<file path="src/rtl/sel_alu_pkg.sv">
package sel_alu_pkg;
  localparam int unsigned OP_W = 4;

  typedef enum logic [OP_W-1:0] {
    OP_OR   = 4'b0000,
    OP_LTU  = 4'b0001,
    OP_LTS  = 4'b0010,
    OP_ADD  = 4'b0011,
    OP_SUB  = 4'b0100,
    OP_XOR  = 4'b0101,
    OP_AND  = 4'b0110,
    OP_SHR  = 4'b1110,
    OP_SHL  = 4'b1111
  } alu_op_e;
endpackage

</file>
<file path="src/rtl/sel_alu_arith.sv">
module sel_alu_arith #(
  parameter int unsigned DATA_W = 32
) (
  input  logic [DATA_W-1:0] a,
  input  logic [DATA_W-1:0] b,
  input  logic              sub_en,
  output logic [DATA_W-1:0] sum,
  output logic              lt_signed,
  output logic              lt_unsigned
);
  localparam int unsigned EXT_W = DATA_W + 1;

  logic [EXT_W-1:0] b_ext;
  logic [EXT_W-1:0] raw;
  logic [EXT_W-1:0] diff;

  // One adder for add; a separate subtract drives the comparisons.
  always_comb begin
    b_ext = {1'b0, b};
    raw   = {1'b0, a} + (sub_en ? (~b_ext + EXT_W'(1)) : b_ext);
    diff  = {1'b0, a} - b_ext;
  end

  assign sum         = raw[DATA_W-1:0];
  assign lt_unsigned = diff[DATA_W];
  assign lt_signed   = (a[DATA_W-1] != b[DATA_W-1]) ? a[DATA_W-1] : diff[DATA_W-1];
endmodule

</file>
<file path="src/rtl/sel_alu_shift.sv">
module sel_alu_shift #(
  parameter int unsigned DATA_W  = 32,
  parameter int unsigned SHAMT_W = $clog2(DATA_W)
) (
  input  logic [DATA_W-1:0]  din,
  input  logic [SHAMT_W-1:0] amt,
  input  logic               dir_left,
  output logic [DATA_W-1:0]  dout
);
  logic [DATA_W-1:0] stage [SHAMT_W+1];

  assign stage[0] = din;

  // One stage per bit of the count; stage k moves by 2**k.
  generate
    for (genvar k = 0; k < SHAMT_W; k++) begin : g_stage
      localparam int unsigned DIST = 1 << k;
      always_comb begin
        if (!amt[k]) begin
          stage[k+1] = stage[k];
        end else if (dir_left) begin
          stage[k+1] = {stage[k][DATA_W-1-DIST:0], {DIST{1'b0}}};
        end else begin
          stage[k+1] = {{DIST{1'b0}}, stage[k][DATA_W-1:DIST]};
        end
      end
    end
  endgenerate

  assign dout = stage[SHAMT_W];
endmodule

</file>
<file path="src/rtl/sel_alu_zero.sv">
module sel_alu_zero #(
  parameter int unsigned DATA_W = 32
) (
  input  logic [DATA_W-1:0] val,
  output logic              is_zero
);
  assign is_zero = ~|val;
endmodule

</file>
<file path="src/rtl/sel_alu.sv">
module sel_alu
  import sel_alu_pkg::*;
#(
  parameter int unsigned DATA_W  = 32,
  parameter int unsigned SHAMT_W = $clog2(DATA_W)
) (
  input  logic [DATA_W-1:0]  a,
  input  logic [DATA_W-1:0]  b,
  input  logic [SHAMT_W-1:0] shamt,
  input  logic [OP_W-1:0]    op,
  output logic [DATA_W-1:0]  y,
  output logic               zero
);
  logic [DATA_W-1:0] arith_q;
  logic [DATA_W-1:0] shift_q;
  logic              lts;
  logic              ltu;
  logic              is_sub;
  logic              is_left;

  assign is_sub  = (op == OP_SUB);
  assign is_left = (op == OP_SHL);

  sel_alu_arith #(.DATA_W(DATA_W)) u_arith (
    .a           (a),
    .b           (b),
    .sub_en      (is_sub),
    .sum         (arith_q),
    .lt_signed   (lts),
    .lt_unsigned (ltu)
  );

  sel_alu_shift #(.DATA_W(DATA_W), .SHAMT_W(SHAMT_W)) u_shift (
    .din      (b),
    .amt      (shamt),
    .dir_left (is_left),
    .dout     (shift_q)
  );

  always_comb begin
    unique case (op)
      OP_OR:          y = a | b;
      OP_AND:         y = a & b;
      OP_XOR:         y = a ^ b;
      OP_ADD, OP_SUB: y = arith_q;
      OP_LTS:         y = DATA_W'(lts);
      OP_LTU:         y = DATA_W'(ltu);
      OP_SHL, OP_SHR: y = shift_q;
      default:        y = '0;
    endcase
  end

  sel_alu_zero #(.DATA_W(DATA_W)) u_zero (
    .val     (y),
    .is_zero (zero)
  );
endmodule

</file>
<file path="config.mk">
export PLATFORM = sky130hd
export DESIGN_NAME = sel_alu
export DESIGN_NICKNAME = d
export VERILOG_FILES = /design/src/rtl/sel_alu_pkg.sv /design/src/rtl/sel_alu_arith.sv /design/src/rtl/sel_alu_shift.sv /design/src/rtl/sel_alu_zero.sv /design/src/rtl/sel_alu.sv
export SDC_FILE = /design/constraint.sdc
export NUM_CORES = 1
export LEC_CHECK = 0
export BUFFER_PORTS_ARGS = -buffer_cell sky130_fd_sc_hd__buf_2
export CAP_MARGIN = 20
export CORE_UTILIZATION = 60
export DETAILED_ROUTE_END_ITERATION = 16
export GPL_ROUTABILITY_DRIVEN = 1
export PLACE_DENSITY = 0.81
export SYNTH_ARGS = -nofsm -noshare
export SYNTH_HDL_FRONTEND = slang
export SYNTH_SLANG_ARGS = --single-unit
</file>
<file path="constraint.sdc">
create_clock -name vclk -period 6.48
set_clock_uncertainty 0.05 [all_clocks]
set_input_delay 0.648 -clock vclk [all_inputs]
set_output_delay 0.648 -clock vclk [all_outputs]
set_load 0.01 [all_outputs]
</file>
==> impl_metrics.ini <==
[timing]
fin_crit_ns = 6.36
max-slew-margin-rel = 0.266
hold_violations = 0
fmax_mhz = 157
period_share = 0.981
worstMarginPinSlew_ns = 1.09
setup_viol = 0
hold_ws_ns = 1.88
slew_viol_final = 0

[grt]
gr-total-overflow = 0
grt_start_max_net_pins = 121
grt_pass1_vias = 11704
grt_usage = 0.511
antenna_found_initial = 1
grt_pass1_wl_um = 69600

[setup_path]
path_class = in -> out
cp.arrival_ns = 5.66
path_max_fanout = 11
worstPathRequired_ns = 5.78
end_kind = output port
start_kind = input pin

[routing]
vias = 12962
dr.pass1.iters = 9
drtAntennaViolNets = 0
vias_per_cell = 7.66
drc = 0
drt_iter0_drc = 2188
wire_per_inst_um = 27.5
routed_wl_um = 46600

[die]
die_w_um = 132
coreArea_um2 = 16500
initial_core_util = 0.614
die_h_um = 132
io_pins = 106
die_area_um2 = 17400
rows = 47

[yosys]
syn_area_per_cell_um2 = 6.95
yosysTopAreaCell = ha_1
synthTopCellsByArea = ha_1, mux4_2, a21oi_1, o21ai_0, nand2_1
synth_nets = 1669
synth_top_area_share = 0.164
synthCells = 1461
ys_types = 84
synth_top_cells_by_count = ha_1, nand2_1, nor2_1, inv_1, a21oi_1
yosysMostFrequentCell = ha_1
ys_seq_area_frac = 0
syn-cell-area_um2 = 10100
synth.yosys.warnings = 0

[worst_hold_path]
hold_path_startpoint = a[19]
hp-class = in -> out
hold_path_end = y[19]
holdPathStages = 5

[final_layout]
ff_latch_area_um2 = 0
layout.clock_buffers = 0
drive_above_1_share = 0.147
syn2layout_area_growth_pct = 5.35
instances_no_fill = 1693
design.seq.count = 0
final_nets = 1682

[status]
status = completed

[placement]
post-dp-hpwl_um = 35700
placed_cells_incl_taps = 1692
place_congestion = 1.13
port_buffers = 106

[power]
vdd_drop_max_uv = 87.2
power.density_nw_per_um2 = 87.8
leakagePower_nw = 4.67

[job]
maxCapViolCount = 0

[cts]
holdBufCountCts = 0
[cell usage in the layout (no fill, tap or decap), types with 11 or more instances in the layout]
| cell type | instances |
|---|---|
| mux4_2 | 24 |
| o211ai_1 | 32 |
| a31oi_1 | 36 |
| a221oi_1 | 26 |
| nand2b_1 | 19 |
| nand2_1 | 113 |
| nor2_1 | 107 |
| a22oi_1 | 21 |
| a21oi_1 | 93 |
| nor4_1 | 18 |
| nor3b_1 | 11 |
| nand4_1 | 14 |
| o221ai_1 | 16 |
| nand3_1 | 41 |
| a21o_1 | 17 |
| xnor2_1 | 41 |
| mux2i_1 | 39 |
| o21ai_0 | 85 |
| mux2_2 | 21 |
| nand3b_1 | 11 |
| ha_1 | 133 |
| inv_1 | 96 |
| buf_4 | 38 |
| a211oi_1 | 29 |
| nor2b_1 | 20 |
| nor3_1 | 42 |
| o31ai_1 | 20 |
| buf_2 | 105 |
[logic make-up after synthesis]
family,after synthesis,share of synthesized area
xor gates and xnor gates,51,0.0440
AOI/OAI and AO/OA,511,0.353
buffers and inverters,232,0.100
muxes,84,0.115
adders and majority gates,135,0.168
and+or+nand+nor,448,0.220
[per-layer routing]
layer,part of all wire,global-route usage
met5,0.00062,0
met4,0.079,0.329
met3,0.14,0.156
met2,0.41,0.770
met1,0.36,0.630
[metrics by stage]
stage	cell area (µm²)	setup TNS [ns]	total power (W)	utilization	setup slack, ns
floorplan	10100	0	0.000597	-	0.861
global placement	10700	0	0.000877	0.646	0.127
detailed placement	10700	0	0.000885	0.646	0.124
CTS	10700	0	0.000890	0.646	0.0990
global route	10700	-0.0189	0.000984	0.647	-0.0189
finish	10700	0	0.000939	0.647	0.121
[critical path, cell delays in order]
cell and delay (ns):
buf_2 0.17, inv_1 0.19, nand3_1 0.20, nand3b_1 0.23, nor3_1 0.28, and2_1 0.33, nand3_1 0.17, nor2_1 0.28
a21oi_1 0.13, xnor2_1 0.14, ha_1 0.44, nand2b_1 0.15, o21ai_0 0.07, a2111oi_0 0.66, o221ai_1 0.35, a2111o_1 0.35
nor4_1 0.34, o2111ai_1 0.16, nor2_1 0.19, buf_2 0.17
[what timing repair did]
item,in CTS,in global routing
endpoints found under the setup margin,0,1
gates resized for setup,0,2
buffers inserted,0,0
[area by class of cell]
class	count	area (µm²)
diodes	1	2.50
fillers	1557	5830
inverters	98	368
multi-input cells	1229	9200
well taps	220	275
repair buffers	145	851
[worst max-delay path by stage]
stage / from / slack [ns] / depth (start not counted) / to
finish: b[4] / 0.12 / 20 / zero
global route: b[3] / -0.02 / 21 / zero
CTS: b[15] / 0.1 / 18 / zero
detailed placement: b[15] / 0.12 / 18 / zero
global placement: b[8] / 0.13 / 17 / zero
floorplan: op[0] / 0.86 / 18 / zero
[power breakdown]
| part | total, W | internal [W] | switching (W) |
|---|---|---|---|
| registers | 0 | 0 | 0 |
| clock network | 0.0000000000115 | 0.0000000000115 | 0 |
| logic | 0.000939 | 0.000330 | 0.000609 |
| total | 0.000939 | 0.000330 | 0.000609 |
Power figures use the tool's default switching activity.
